File: src/rtl/rsu_pkg.sv
package rsu_pkg;
   localparam int WORD_W      = 44;
   localparam int RND_POS_MIN = 6;
   localparam int RND_POS_MAX = 21;
   localparam int SAT_POS_MIN = 28;
   localparam int SAT_POS_MAX = 43;

   typedef enum logic {
      RND_HALF_UP   = 1'b0,
      RND_HALF_EVEN = 1'b1
   } rnd_kind_e;

   typedef enum logic {
      SAT_ASYM = 1'b0,
      SAT_SYM  = 1'b1
   } sat_kind_e;
endpackage

File: src/rtl/rsu_round.sv
module rsu_round #(
   parameter int               W    = 44,
   parameter int               P    = 15,
   parameter rsu_pkg::rnd_kind_e KIND = rsu_pkg::RND_HALF_UP
) (
   input  logic [W-1:0] din,
   input  logic         en,
   output logic [W:0]   dout
);
   localparam logic [W:0] ONE_X  = {{W{1'b0}}, 1'b1};
   localparam logic [W:0] HALF   = ONE_X << (P - 1);
   localparam logic [W:0] KEEP_M = ~((ONE_X << P) - ONE_X);

   logic [W:0] ext;
   logic [W:0] bumped;
   logic [W:0] chosen;
   logic       tie;

   assign ext    = {din[W-1], din};
   assign bumped = ext + HALF;
   assign tie    = (din[P-1:0] == HALF[P-1:0]);

   generate
      if (KIND == rsu_pkg::RND_HALF_EVEN) begin : g_even
         // exact tie with even kept LSB: truncation already gives the even neighbour
         assign chosen = (tie && !din[P]) ? ext : bumped;
      end else begin : g_half_up
         assign chosen = bumped;
      end
   endgenerate

   assign dout = en ? (chosen & KEEP_M) : ext;
endmodule

File: src/rtl/rsu_sat.sv
module rsu_sat #(
   parameter int                 W    = 44,
   parameter int                 S    = 35,
   parameter int                 P    = 15,
   parameter rsu_pkg::sat_kind_e KIND = rsu_pkg::SAT_ASYM
) (
   input  logic [W:0]   val,
   input  logic         en,
   input  logic         rnd_en,
   output logic [W-1:0] dout,
   output logic         ovf
);
   localparam logic signed [W+1:0] ONE_S  = {{(W+1){1'b0}}, 1'b1};
   localparam logic signed [W+1:0] TOP_V  = ONE_S <<< S;
   localparam logic signed [W+1:0] HI_RND = TOP_V - (ONE_S <<< P);
   localparam logic signed [W+1:0] HI_RAW = TOP_V - ONE_S;

   logic signed [W+1:0] vs;
   logic signed [W+1:0] hi;
   logic signed [W+1:0] lo;

   assign vs = {val[W], val};
   assign hi = rnd_en ? HI_RND : HI_RAW;

   generate
      if (KIND == rsu_pkg::SAT_SYM) begin : g_sym
         assign lo = -hi;
      end else begin : g_asym
         assign lo = -TOP_V;
      end
   endgenerate

   always_comb begin
      dout = val[W-1:0];
      ovf  = 1'b0;
      if (en) begin
         if (vs > hi) begin
            dout = hi[W-1:0];
            ovf  = 1'b1;
         end else if (vs < lo) begin
            dout = lo[W-1:0];
            ovf  = 1'b1;
         end
      end
   end
endmodule

File: src/rtl/rsu_unit.sv
module rsu_unit #(
   parameter int                 DATA_W   = rsu_pkg::WORD_W,
   parameter int                 RND_POS  = 15,
   parameter int                 SAT_POS  = 35,
   parameter rsu_pkg::rnd_kind_e RND_KIND = rsu_pkg::RND_HALF_UP,
   parameter rsu_pkg::sat_kind_e SAT_KIND = rsu_pkg::SAT_ASYM
) (
   input  logic              clk,
   input  logic              rst_n,
   input  logic              in_valid,
   input  logic [DATA_W-1:0] in_data,
   input  logic              rnd_en,
   input  logic              sat_en,
   output logic              out_valid,
   output logic [DATA_W-1:0] out_data,
   output logic              out_sat_ovf
);
   localparam logic signed [DATA_W+1:0] ONE_S  = {{(DATA_W+1){1'b0}}, 1'b1};
   localparam logic signed [DATA_W+1:0] TOP_V  = ONE_S <<< SAT_POS;
   localparam logic signed [DATA_W+1:0] HI_RND = TOP_V - (ONE_S <<< RND_POS);
   localparam logic signed [DATA_W+1:0] HI_RAW = TOP_V - ONE_S;

   generate
      if (DATA_W != rsu_pkg::WORD_W) begin : g_bad_width
         $error("rsu_unit: DATA_W must be %0d", rsu_pkg::WORD_W);
      end
      if (RND_POS < rsu_pkg::RND_POS_MIN || RND_POS > rsu_pkg::RND_POS_MAX) begin : g_bad_rnd
         $error("rsu_unit: RND_POS %0d outside window", RND_POS);
      end
      if (SAT_POS < rsu_pkg::SAT_POS_MIN || SAT_POS > rsu_pkg::SAT_POS_MAX) begin : g_bad_sat
         $error("rsu_unit: SAT_POS %0d outside window", SAT_POS);
      end
   endgenerate

   logic [DATA_W:0]   rounded;
   logic [DATA_W-1:0] clamped;
   logic              clamp_hit;

   rsu_round #(.W(DATA_W), .P(RND_POS), .KIND(RND_KIND)) u_round (
      .din  (in_data),
      .en   (rnd_en),
      .dout (rounded)
   );

   rsu_sat #(.W(DATA_W), .S(SAT_POS), .P(RND_POS), .KIND(SAT_KIND)) u_sat (
      .val    (rounded),
      .en     (sat_en),
      .rnd_en (rnd_en),
      .dout   (clamped),
      .ovf    (clamp_hit)
   );

   always_ff @(posedge clk or negedge rst_n) begin
      if (!rst_n) begin
         out_valid   <= 1'b0;
         out_data    <= '0;
         out_sat_ovf <= 1'b0;
      end else begin
         out_valid <= in_valid;
         if (in_valid) begin
            out_data    <= clamped;
            out_sat_ovf <= clamp_hit;
         end
      end
   end

   // valid follows the input one clock later; idle cycles hold data
   p_valid_delay_r2: assert property (@(posedge clk) disable iff (!rst_n)
      in_valid |=> out_valid);
   p_hold_idle_r2: assert property (@(posedge clk) disable iff (!rst_n)
      !in_valid |=> ($stable(out_data) && $stable(out_sat_ovf) && !out_valid));

   // both functions off means pass-through
   p_passthru_r3: assert property (@(posedge clk) disable iff (!rst_n)
      (in_valid && !rnd_en && !sat_en) |=> (out_data == $past(in_data)));

   // rounded results carry no bits below the rounding position
   p_low_clear_r4: assert property (@(posedge clk) disable iff (!rst_n)
      (in_valid && rnd_en) |=> (out_data[RND_POS-1:0] == '0));

   // upper clamp limit never exceeded
   p_upper_r6: assert property (@(posedge clk) disable iff (!rst_n)
      (in_valid && sat_en) |=>
         ($signed(out_data) <= ($past(rnd_en) ? HI_RND : HI_RAW)));

   // no overflow report without saturation
   p_no_overflow_r9: assert property (@(posedge clk) disable iff (!rst_n)
      (in_valid && !sat_en) |=> !out_sat_ovf);

   generate
      if (SAT_KIND == rsu_pkg::SAT_SYM) begin : g_chk_sym
         // symmetric lower limit mirrors the upper one
         p_lower_sym_r7: assert property (@(posedge clk) disable iff (!rst_n)
            (in_valid && sat_en) |=>
               ($signed(out_data) >= -($past(rnd_en) ? HI_RND : HI_RAW)));
      end else begin : g_chk_asym
         // asymmetric lower limit
         p_lower_asym_r6: assert property (@(posedge clk) disable iff (!rst_n)
            (in_valid && sat_en) |=> ($signed(out_data) >= -TOP_V));
      end
   endgenerate
endmodule

File: config.mk
export PLATFORM = sky130hd
export DESIGN_NAME = rsu_unit
export DESIGN_NICKNAME = d
export VERILOG_FILES = /design/src/rtl/rsu_pkg.sv /design/src/rtl/rsu_round.sv /design/src/rtl/rsu_sat.sv /design/src/rtl/rsu_unit.sv
export SDC_FILE = /design/constraint.sdc
export NUM_CORES = 1
export LEC_CHECK = 0
export BUFFER_PORTS_ARGS = -buffer_cell sky130_fd_sc_hd__buf_2
export CAP_MARGIN = 20
export CORE_ASPECT_RATIO = 2
export CORE_MARGIN = 4
export CORE_UTILIZATION = 51
export DETAILED_ROUTE_END_ITERATION = 6
export PLACE_DENSITY_LB_ADDON = 0.3
export SLEW_MARGIN = 5
export SYNTH_ARGS = -nofsm -noshare
export SYNTH_HDL_FRONTEND = slang
export SYNTH_SLANG_ARGS = --single-unit
File: constraint.sdc
create_clock -name clk -period 1.3 [get_ports clk]
set_input_delay 0.26 -clock clk [delete_from_list [all_inputs] [get_ports clk]]
set_output_delay 0.26 -clock clk [all_outputs]
set_load 0.1 [all_outputs]
==> metrics.cfg, run 1 <==
[status]
haltStage=5_1_grt
error=[ERROR GRT-0232] Routing congestion too high. Check the congestion heatmap in the GUI.
outcome=stopped before the end

[placement]
placed_area_um2=4790
detailed_place_hpwl_mm=8.86
gp_congestion=1.03
port_buffers=94
place_ws_ns=-1.41

[synth]
ys_types=53
synth_edf_count=0
ys_seq_area_frac=0.397
synth_ff_type=dfrtp_1
ys_seq_elements=46
yosys_warnings=0
syn_area_um2=2900
syn_area_per_cell_um2=8.86
netlist_instances=327
syn-num-nets=377
synthArstFlopShare=1.00

[cts]
htree_levels=2
cts_buffers=5
cts_root_buf=clkbuf_8
clk_path_buf_depth=2
cts.sinks=46

[global_routing]
globalRouteOverflowTotal=402
grt_max_degree=47
grt_usage=0.886

[floorplanning]
start_util=0.530
die_y_um=115
rows=38
fp.dieW_um=61.3
pin_count=95

[cells in the mapped netlist, types with 2 or more instances]
cell type   n  area (um^2)
dfrtp_1    46         1150
nor2_1     46          173
a21oi_1    24          120
o21ai_0    21          105
nand2_1    20         75.1
nand3_1    18         90.1
xnor2_1    17          149
o22ai_1    16          100
or3b_2     15          131
nand4_1    12         75.1
a22o_1     10         87.6
clkbuf_1    8         30.0
xor2_1      6         52.6
buf_2       5         25.0
buf_4       5         37.5
nor3_1      4         20.0
nor4_1      4         25.0
and4_1      3         26.3
inv_1       3         11.3
nor4_4      3         63.8
or3_1       3         18.8
a31oi_1     2         12.5
and2_1      2         12.5
and3_1      2         12.5
nor3_2      2         20.0
nor4_2      2         25.0
o21ai_1     2         10.0
[stage by stage]
stage	cells	utilization	hold slack, ns	setup TNS [ns]
floorplan	327	-	-0.0356	-31.47
global placement	547	0.875	0.257	-48.67
detailed placement	547	0.875	0.259	-54.86
CTS	571	0.950	0.298	-34.81
[cells by family after synthesis]
logic type / Yosys count / share of synthesized area
xor gates and xnor gates: 23 / 0.0695
adders and majority gates: 1 / 0.00432
DFF: 46 / 0.397
AOI/OAI and AO/OA: 88 / 0.190
muxes: 1 / 0.00389
buffers and inverters: 22 / 0.0371
and+or+nand+nor: 146 / 0.298
[metal layers]
| layer | global-route usage | GRT overflow |
|---|---|---|
| met1 | 0.799 | 0 |
| met2 | 1.13 | 272 |
| met3 | 0.646 | 4 |
| met4 | 1.02 | 126 |
| met5 | 0.109 | 0 |
[what timing repair did]
item | CTS
hold buffers | 1
pin swaps | 20
resized for setup | 32
setup buffers | 15
setup endpoints to repair | 45
hold endpoints to repair | 46
==> run 2, diff against run 1 <==
--- a/config.mk
+++ b/config.mk
@@ -7,11 +7,10 @@
 export LEC_CHECK = 0
 export BUFFER_PORTS_ARGS = -buffer_cell sky130_fd_sc_hd__buf_2
 export CAP_MARGIN = 20
-export CORE_ASPECT_RATIO = 2
 export CORE_MARGIN = 4
-export CORE_UTILIZATION = 51
+export CORE_UTILIZATION = 40
 export DETAILED_ROUTE_END_ITERATION = 6
-export PLACE_DENSITY_LB_ADDON = 0.3
+export PLACE_DENSITY_LB_ADDON = 0.15
 export SLEW_MARGIN = 5
 export SYNTH_ARGS = -nofsm -noshare
 export SYNTH_HDL_FRONTEND = slang
==> run 2 against run 1 <==
Net effect:
- the flow now finishes, with violations (negative setup slack)
- synthesized cell count unchanged
- synthesized area unchanged
==> metrics.cfg, run 2 <==
[synth]
syn_area_per_cell_um2=8.86
yosysTopAreaCell=dfrtp_1
netlist_instances=327
yosys_warnings=0
ys_types=53
netlist.area_leader.share=0.397
syn_area_um2=2900
synth_edf_count=0
ys_seq_elements=46
synthTopCellsByArea=dfrtp_1 40%, nor2_1 6.0%, xnor2_1 5.1%
syn-num-nets=377
synthArstFlopShare=1.00
ys_seq_area_frac=0.397
synth_ff_type=dfrtp_1
synthTopCellsByCount=46 x dfrtp_1, 46 x nor2_1, 24 x a21oi_1

[routing]
wl_mm=11.7
first_iter_violations=164
viasPerCell=5.52
first_pass_iters=4
wl_per_cell_um=18.6
drc=0
detail-route-antenna-nets=0
num_vias=3466

[sta]
tightest_slew_ns=0.438
hold_viol=0
min_period_over_period=1.63
setup_ws_ns=-0.824
min_period_ns=2.12
max-slew-margin-rel=0.708
finalSetupViolations=45
skew_ns=0
rsz0062_at_grt=yes
maxSlewViolCount=0
fmax_mhz=471

[global_routing]
globalRouteOverflowTotal=0
grt_pass1_vias=3657
grt_usage=0.270
grt_pass1_wl_mm=18.5
antenna_found_initial=0
grt_max_degree=47

[pwr]
power_density_nw_per_um2=983
power_w=0.00553
p_leak_nw=2.49
peakVddDrop_mv=0.652

[cts]
cts_tree=yes
clkLatencyLatePin_ns=0.31
htree_levels=2
clkTransAtPathRegs_ns=0.09
cts_buffers=5
cts_root_buf=clkbuf_8
cts.sinks=46
clk_path_buf_depth=2

[floorplanning]
core_area_um2=6910
fp.dieW_um=93.1
die_y_um=93.1
die_area_um2=8670
rows=30
start_util=0.420
pin_count=95

[placement]
port_buffers=94
detailed_place_hpwl_mm=7.88
place_ws_ns=-1.20
placed_cells_incl_taps=598
gp_congestion=0.942

[worst_setup_path]
critPathKind=in -> reg
required_ns=1.49
worstSetupStartpointType=input port
cp-end-kind=register
arrival_ns=2.31
worstPathMaxFanout=5

[min_path]
hp-class=in -> reg

[status]
violations=negative setup slack
outcome=finished, violations left

[final_layout]
syn2layout_area_growth_pct=94.0
top_regs=out_data: 44 flops, out_sat_ovf: 1 flops, out_valid: 1 flops
layout_common_cells=104 x buf_4, 52 x buf_12, 46 x dfrtp_1
layout-drive-gt1-share=0.553
layout_commonest_cell=buf_4
fin_nets=581
final.fill_count=444
largest_reg_flops=44
regMostFlops=out_data
instances_no_fill=628
diodes=0

[run]
max_cap_viol_count=0

[run 2: cell counts after synthesis]
Identical to the previous run, type by type.
[run 2: kinds of logic (layout without fill, tap and decap cells)]
family | count (synthesis) | in the layout | synth area share
xor+xnor | 23 | 23 | 0.0695
buf+inv | 22 | 226 | 0.0371
compound gates | 88 | 88 | 0.190
flops | 46 | 46 | 0.397
fa+ha+maj | 1 | 1 | 0.00432
simple gates | 146 | 147 | 0.298
mux | 1 | 1 | 0.00389
[run 2: cell type report]
class                      count  area, um^2  area share
timing repair buffer         214        2290       0.408
clock inverter                 3        21.3     0.00378
inverter                       4        15.0     0.00267
multi-input combinational    260        1950       0.348
tap                           96         120      0.0214
clock buffer                   5        68.8      0.0122
sequential                    46        1150       0.205
[run 2: power by group]
part	switching (W)	leakage (nW)	internal (W)
Combinational	0.00174	1.91	0.00110
Sequential	0.000184	0.529	0.00159
Clock	0.000533	0.0441	0.000379
Total	0.00246	2.49	0.00306
[run 2: final timing paths]
| check | from | endpoint | slack, ns | cells after the start |
|---|---|---|---|---|
| min | in_data[17] | out_data[17] | 0.29 | 4 |
| max in group asynchronous | rst_n | out_data[39] | 0.60 | 3 |
| min reg2reg | out_data[35] | out_data[35] | 0.59 | 1 |
| max | in_data[29] | out_data[25] | -0.82 | 11 |
| max reg2reg | out_data[0] | out_data[0] | 0.11 | 3 |
| min in group asynchronous | rst_n | out_data[22] | 0.48 | 3 |
[run 2: critical path, stage by stage]
cell	delay, ns
buf_2	0.11
buf_4	0.11
nand3_1	0.22
nor4_4	0.35
nand3_1	0.18
xnor2_1	0.18
a2111o_1	0.46
nand2_4	0.15
buf_6	0.12
buf_16	0.11
a21oi_2	0.05
[run 2: metrics by stage]
stage          utilization  area (um^2)  hold WS (ns)  setup TNS (ns)
3_5_place_dp         0.719         4970         0.287          -49.38
4_1_cts              0.799         5520         0.292          -31.49
6_report             0.814         5620         0.291          -34.18
3_3_place_gp         0.719         4970         0.257          -48.10
5_1_grt              0.814         5620         0.294          -37.97
2_1_floorplan            -         3010       -0.0356          -31.47
[run 2: timing repair]
| item | CTS | global route |
|---|---|---|
| hold buffers | 1 | 0 |
| pin swaps | 16 | 11 |
| endpoints found under the hold margin | 46 | 0 |
| cloned | 5 | 1 |
| setup endpoints to repair | 45 | 45 |
| gates resized for setup | 68 | 12 |
| buffers inserted | 11 | 7 |
[run 2: per-layer routing]
metal / GRT usage / routed length (um) / up-vias
met2: 0.493 / 6060 / 124
met4: 0.0733 / 320 / 0
met1: 0.329 / 4780 / 1689
met5: 0 / 0 / -
met3: 0.0394 / 527 / 32
li1: - / - / 1621
Power figures use the tool's default switching activity.
==> run 3, diff against run 2 <==
--- a/config.mk
+++ b/config.mk
@@ -11,6 +11,7 @@
 export CORE_UTILIZATION = 40
 export DETAILED_ROUTE_END_ITERATION = 6
 export PLACE_DENSITY_LB_ADDON = 0.15
+export SETUP_SLACK_MARGIN = 0.3
 export SLEW_MARGIN = 5
 export SYNTH_ARGS = -nofsm -noshare
 export SYNTH_HDL_FRONTEND = slang
==> run 3 against run 2 <==
Net effect:
- via count fell by 0.32%
- critical endpoint is now out_data[35]
- largest cell class unchanged
- sequential share of layout area rose by 0.75 points
- the flow still finishes with violations (negative setup slack)
- non-clock buffer count stayed put
- critical path type unchanged
==> metrics.cfg, run 3 (synthesized netlist as in run 2, its figures left out) <==
[final_layout]
top_regs=out_data: 44 flops, out_sat_ovf: 1 flops, out_valid: 1 flops
syn2layout_area_growth_pct=94.5
regMostFlops=out_data
final_area_um2=5640
layout_common_cells=113 x buf_4, 49 x buf_12, 45 x nor2_1
layout_commonest_cell=buf_4
fin_util=0.816
final.fill_count=451
layout-drive-gt1-share=0.626
diodes=0
largest_reg_flops=44
fin_nets=581

[worst_setup_path]
timing.rr.end=out_data[12]
rr_worst_depth=3
worstSetupStartpointType=input port
critPathTopFamily=compound AO/OA/AOI/OAI gates
arrival_ns=2.34
slowest_stage=a2111o_1
rrSetupSlack_ns=0.11
crit_cells=11
cp-endpoint=out_data[35]
cp-startpoint=in_data[35]
cp-end-kind=register
required_ns=1.54
r2r_start=out_data[12]
cp_common_cell=buf_4
worstPathMaxFanout=12
critPathMaxStageDelay_ns=0.37
path_cells=buf_6, nand4_1, buf_4, nor4_4, buf_4, a211o_1, a311o_1, a2111o_1, nand2_4, buf_12, a22o_1
critPathKind=in -> reg
worst-path-buf-inv=4

[routing]
first_iter_violations=148
first_pass_iters=5
viasPerCell=5.50
wl_mm=11.3
drc=0
detail-route-antenna-nets=0
num_vias=3455
wl_per_cell_um=18.0

[cts]
cts_buffers=5
clkLatencyLatePin_ns=0.30
clk_path_buf_depth=2
htree_levels=2
cts_root_buf=clkbuf_8
cts.sinks=46
cts_tree=yes
clkTransAtPathRegs_ns=0.09

[sta]
setup_ws_ns=-0.801
hold_viol=0
min_period_ns=2.10
skew_ns=0
min_period_over_period=1.62
max-slew-margin-rel=0.645
finalSetupViolations=45
tightest_slew_ns=0.529
fmax_mhz=476
maxSlewViolCount=0
rsz0062_at_grt=yes

[pwr]
p_seq_frac=0.312
power_density_nw_per_um2=1020
p_leak_nw=2.43
p_sw_w=0.00245
peakVddDrop_mv=0.732
power_w=0.00573
swShare=0.427
comb_power_share=0.499
internal_power_w=0.00329
clkPwrFrac=0.189

[status]
outcome=finished, violations left
violations=negative setup slack

[placement]
port_buffers=94
gp_congestion=0.913
placed_area_um2=5010
detailed_place_hpwl_mm=8.33

[global_routing]
grt_pass1_vias=3602
antenna_found_initial=0
grt_pass1_wl_mm=17.9
grt_max_degree=47
grt_usage=0.262
globalRouteOverflowTotal=0

[floorplanning]
core_area_um2=6910
die_area_um2=8670
pin_count=95
rows=30
fp.dieW_um=93.1
start_util=0.420
die_y_um=93.1

[min_path]
hp-class=in -> reg

[run]
max_cap_viol_count=0

==> run 3: area by class of cell <==
class | instances | area [um^2] | share of cell area
Timing Repair Buffer | 214 | 2210 | 0.391
Inverter | 4 | 15.0 | 0.00266
Multi-Input combinational cell | 260 | 1990 | 0.353
Tap cell | 96 | 120 | 0.0213
Clock inverter | 3 | 40.0 | 0.00710
Clock buffer | 5 | 68.8 | 0.0122
Sequential cell | 46 | 1200 | 0.212
==> run 3: worst min-delay path, cell delays in order <==
cell and delay, ns:
buf_2 0.09, or3b_2 0.18, o22ai_2 0.05
==> run 3: through the flow <==
step	cells	hold WS, ns	setup TNS, ns	worst slack (ns)
floorplan	327	-0.0356	-31.55	-0.737
global placement	601	0.256	-50.33	-1.15
detailed placement	601	0.264	-50.29	-1.16
CTS	623	0.303	-32.13	-0.762
global route	628	0.292	-36.11	-0.844
finish	628	0.317	-34.61	-0.801
==> run 3: worst min-delay path by stage <==
stage / start / end / slack (ns) / cells past startpoint
4_1_cts: in_data[10] / out_data[10] / 0.30 / 3
3_3_place_gp: rst_n / out_data[17] / 0.26 / 2
6_report: in_data[8] / out_data[8] / 0.32 / 3
3_5_place_dp: rst_n / out_data[19] / 0.26 / 2
5_1_grt: in_data[8] / out_data[8] / 0.29 / 3
2_1_floorplan: rst_n / out_data[0] / -0.04 / 0
==> run 3: timing repair <==
item | 4_1_cts | 5_1_grt
gates cloned | 1 | 2
hold buffers | 1 | 0
resized for setup | 35 | 35
endpoints found under the hold margin | 46 | 0
buffers inserted | 12 | 3
pin swaps | 7 | 14
setup endpoints to repair | 91 | 91
==> run 3: power by group through the flow <==
stage	registers [W]	clock network, W	logic [W]
after CTS	0.00179	0.00112	0.00277
after floorplan	0.00287	0	0.000405
after global routing	0.00181	0.00119	0.00296
after detailed placement	0.00182	0	0.00268
after global placement	0.00181	0	0.00265
final	0.00179	0.00108	0.00286
==> run 3: metal layers <==
layer / global-route usage / share of wire / vias to the layer above
met5: 0 / 0 / -
met4: 0.0598 / 0.017 / 0
met3: 0.0475 / 0.060 / 20
met2: 0.472 / 0.52 / 120
met1: 0.326 / 0.40 / 1701
li1: - / - / 1614
==> run 4, diff against run 3 <==
==> constraint.sdc (replaced) <==
create_clock -name clk -period 1.3 [get_ports clk]
set_input_delay 0 -clock clk [delete_from_list [all_inputs] [get_ports clk]]
set_output_delay 0 -clock clk [all_outputs]
set_load 0.1 [all_outputs]
==> run 4 against run 3 <==
Net effect:
- clock power barely moved
- non-clock buffer count fell by 1
- routed wire length increased by 2.9%
- utilization fell by 5.8 points
- die area is the same
- sequential share of layout area is 0.77 points higher
- highest routed layer unchanged
- the run still ends with negative setup slack left
- via count increased by 1.5%
- clock skew stayed put
- cell count is 0.32% lower
- total power decreased by 7.6%
- combinational power fell by 12%
- flip-flop and latch count stayed put
==> metrics.cfg, run 4 (synthesized netlist as in run 2, its figures left out) <==
[status]
outcome=finished, violations left
violations=negative setup slack

[sta]
finalSetupViolations=45
maxSlewViolCount=0
rsz0062_at_grt=yes
setup_ws_ns=-0.597
fmax_mhz=527
fin_hold_ws_ns=0.0493
skew_ns=0
hold_viol=0
min_period_over_period=1.46
min_period_ns=1.90
tightest_slew_ns=0.432
max-slew-margin-rel=0.712

[final_layout]
layout_commonest_cell=buf_4
layout_common_cells=127 x buf_4, 46 x dfrtp_1, 44 x nor2_1
instances_no_fill=626
final_area_um2=5230
ff_latch_area_um2=1150
layout-drive-gt1-share=0.581
largest_reg_flops=44
regMostFlops=out_data
top_regs=out_data: 44 flops, out_sat_ovf: 1 flops, out_valid: 1 flops
fin_nets=579
diodes=0
fin_util=0.758
multi_input_area_um2=1990
syn2layout_area_growth_pct=80.6
final.fill_count=474

[pwr]
p_leak_nw=2.29
p_seq_frac=0.319
swShare=0.449
comb_power_share=0.474
power_density_nw_per_um2=1010
power_w=0.00530
peakVddDrop_mv=0.643
clkPwrFrac=0.207
internal_power_w=0.00292
p_sw_w=0.00238

[routing]
first_iter_violations=222
drc=0
detail-route-antenna-nets=0
num_vias=3508
wl_mm=11.6
wl_per_cell_um=18.6
first_pass_iters=4
viasPerCell=5.60

[placement]
port_buffers=94
gp_congestion=0.959
placed_cells_incl_taps=584
placed_area_um2=4200
detailed_place_hpwl_mm=7.36

[worst_setup_path]
critPathKind=in -> reg
worstSetupStartpointType=input port
cp-end-kind=register
worstPathMaxFanout=5
required_ns=1.53
arrival_ns=2.13

[floorplanning]
die_area_um2=8670
start_util=0.420
core_area_um2=6910
rows=30
die_y_um=93.1
pin_count=95
fp.dieW_um=93.1

[cts]
cts.sinks=46
clkTransAtPathRegs_ns=0.10
clkLatencyLatePin_ns=0.30
cts_buffers=5
cts_root_buf=clkbuf_8
clk_path_buf_depth=2
htree_levels=2
cts_tree=yes

[run]
max_cap_viol_count=0

[global_routing]
grt_max_degree=47
grt_pass1_vias=3510
globalRouteOverflowTotal=0
grt_usage=0.250
antenna_found_initial=0
grt_pass1_wl_mm=17.3

[min_path]
hp-class=in -> reg

==> run 4: power by group through the flow <==
| stage | Sequential [W] | Combinational (W) | Clock [W] |
|---|---|---|---|
| 2_1_floorplan | 0.00284 | 0.000407 | 0 |
| 5_1_grt | 0.00171 | 0.00260 | 0.00117 |
| 3_3_place_gp | 0.00169 | 0.00212 | 0 |
| 6_report | 0.00169 | 0.00251 | 0.00110 |
| 3_5_place_dp | 0.00169 | 0.00214 | 0 |
| 4_1_cts | 0.00167 | 0.00239 | 0.00113 |
==> run 4: timing repair <==
item | 4_1_cts | 5_1_grt
pin swaps | 4 | 22
endpoints found under the setup margin | 91 | 59
endpoints found under the hold margin | 46 | 0
hold buffers | 1 | 0
gates resized for setup | 114 | 39
cloned | 4 | 3
setup buffers | 22 | 4
==> run 4: path summary, 6_finish.rpt <==
path | slack (ns) | startpoint | end | cells past startpoint
max | -0.60 | in_data[22] | out_data[24] | 12
min | 0.05 | in_data[25] | out_data[25] | 4
max reg2reg | 0.16 | out_data[5] | out_data[5] | 3
min reg2reg | 0.51 | out_data[42] | out_data[42] | 1
max in group asynchronous | 0.88 | rst_n | out_data[38] | 3
min in group asynchronous | 0.20 | rst_n | out_data[17] | 3
==> run 4: metal layers <==
layer	vias up	track usage	wire length (um)
li1	1613	-	-
met3	30	0.0402	681
met5	-	0	0
met4	0	0.0659	274
met2	135	0.442	6020
met1	1730	0.315	4650
==> run 4: critical path: stages <==
cell	delay [ns]
buf_2	0.14
nand4_1	0.22
buf_4	0.22
nor3_2	0.16
buf_4	0.16
nand4_1	0.11
xor2_1	0.20
nor4_4	0.31
buf_6	0.20
clkbuf_16	0.16
o21bai_1	0.07
a21oi_1	0.15
==> run 4: area by class of cell <==
cell class / instances / share of cell area
multi-input combinational: 259 / 0.380
timing repair buffer: 213 / 0.353
sequential: 46 / 0.220
tap: 96 / 0.0230
clock buffer: 6 / 0.0139
clock inverter: 2 / 0.00717
inverter: 4 / 0.00287
==> run 4: through the flow <==
stage / TNS [ns] / setup WS (ns)
after floorplan: -19.77 / -0.477
after global routing: -29.76 / -0.735
final: -24.11 / -0.597
after global placement: -34.03 / -0.784
after CTS: -20.19 / -0.478
after detailed placement: -36.69 / -0.859
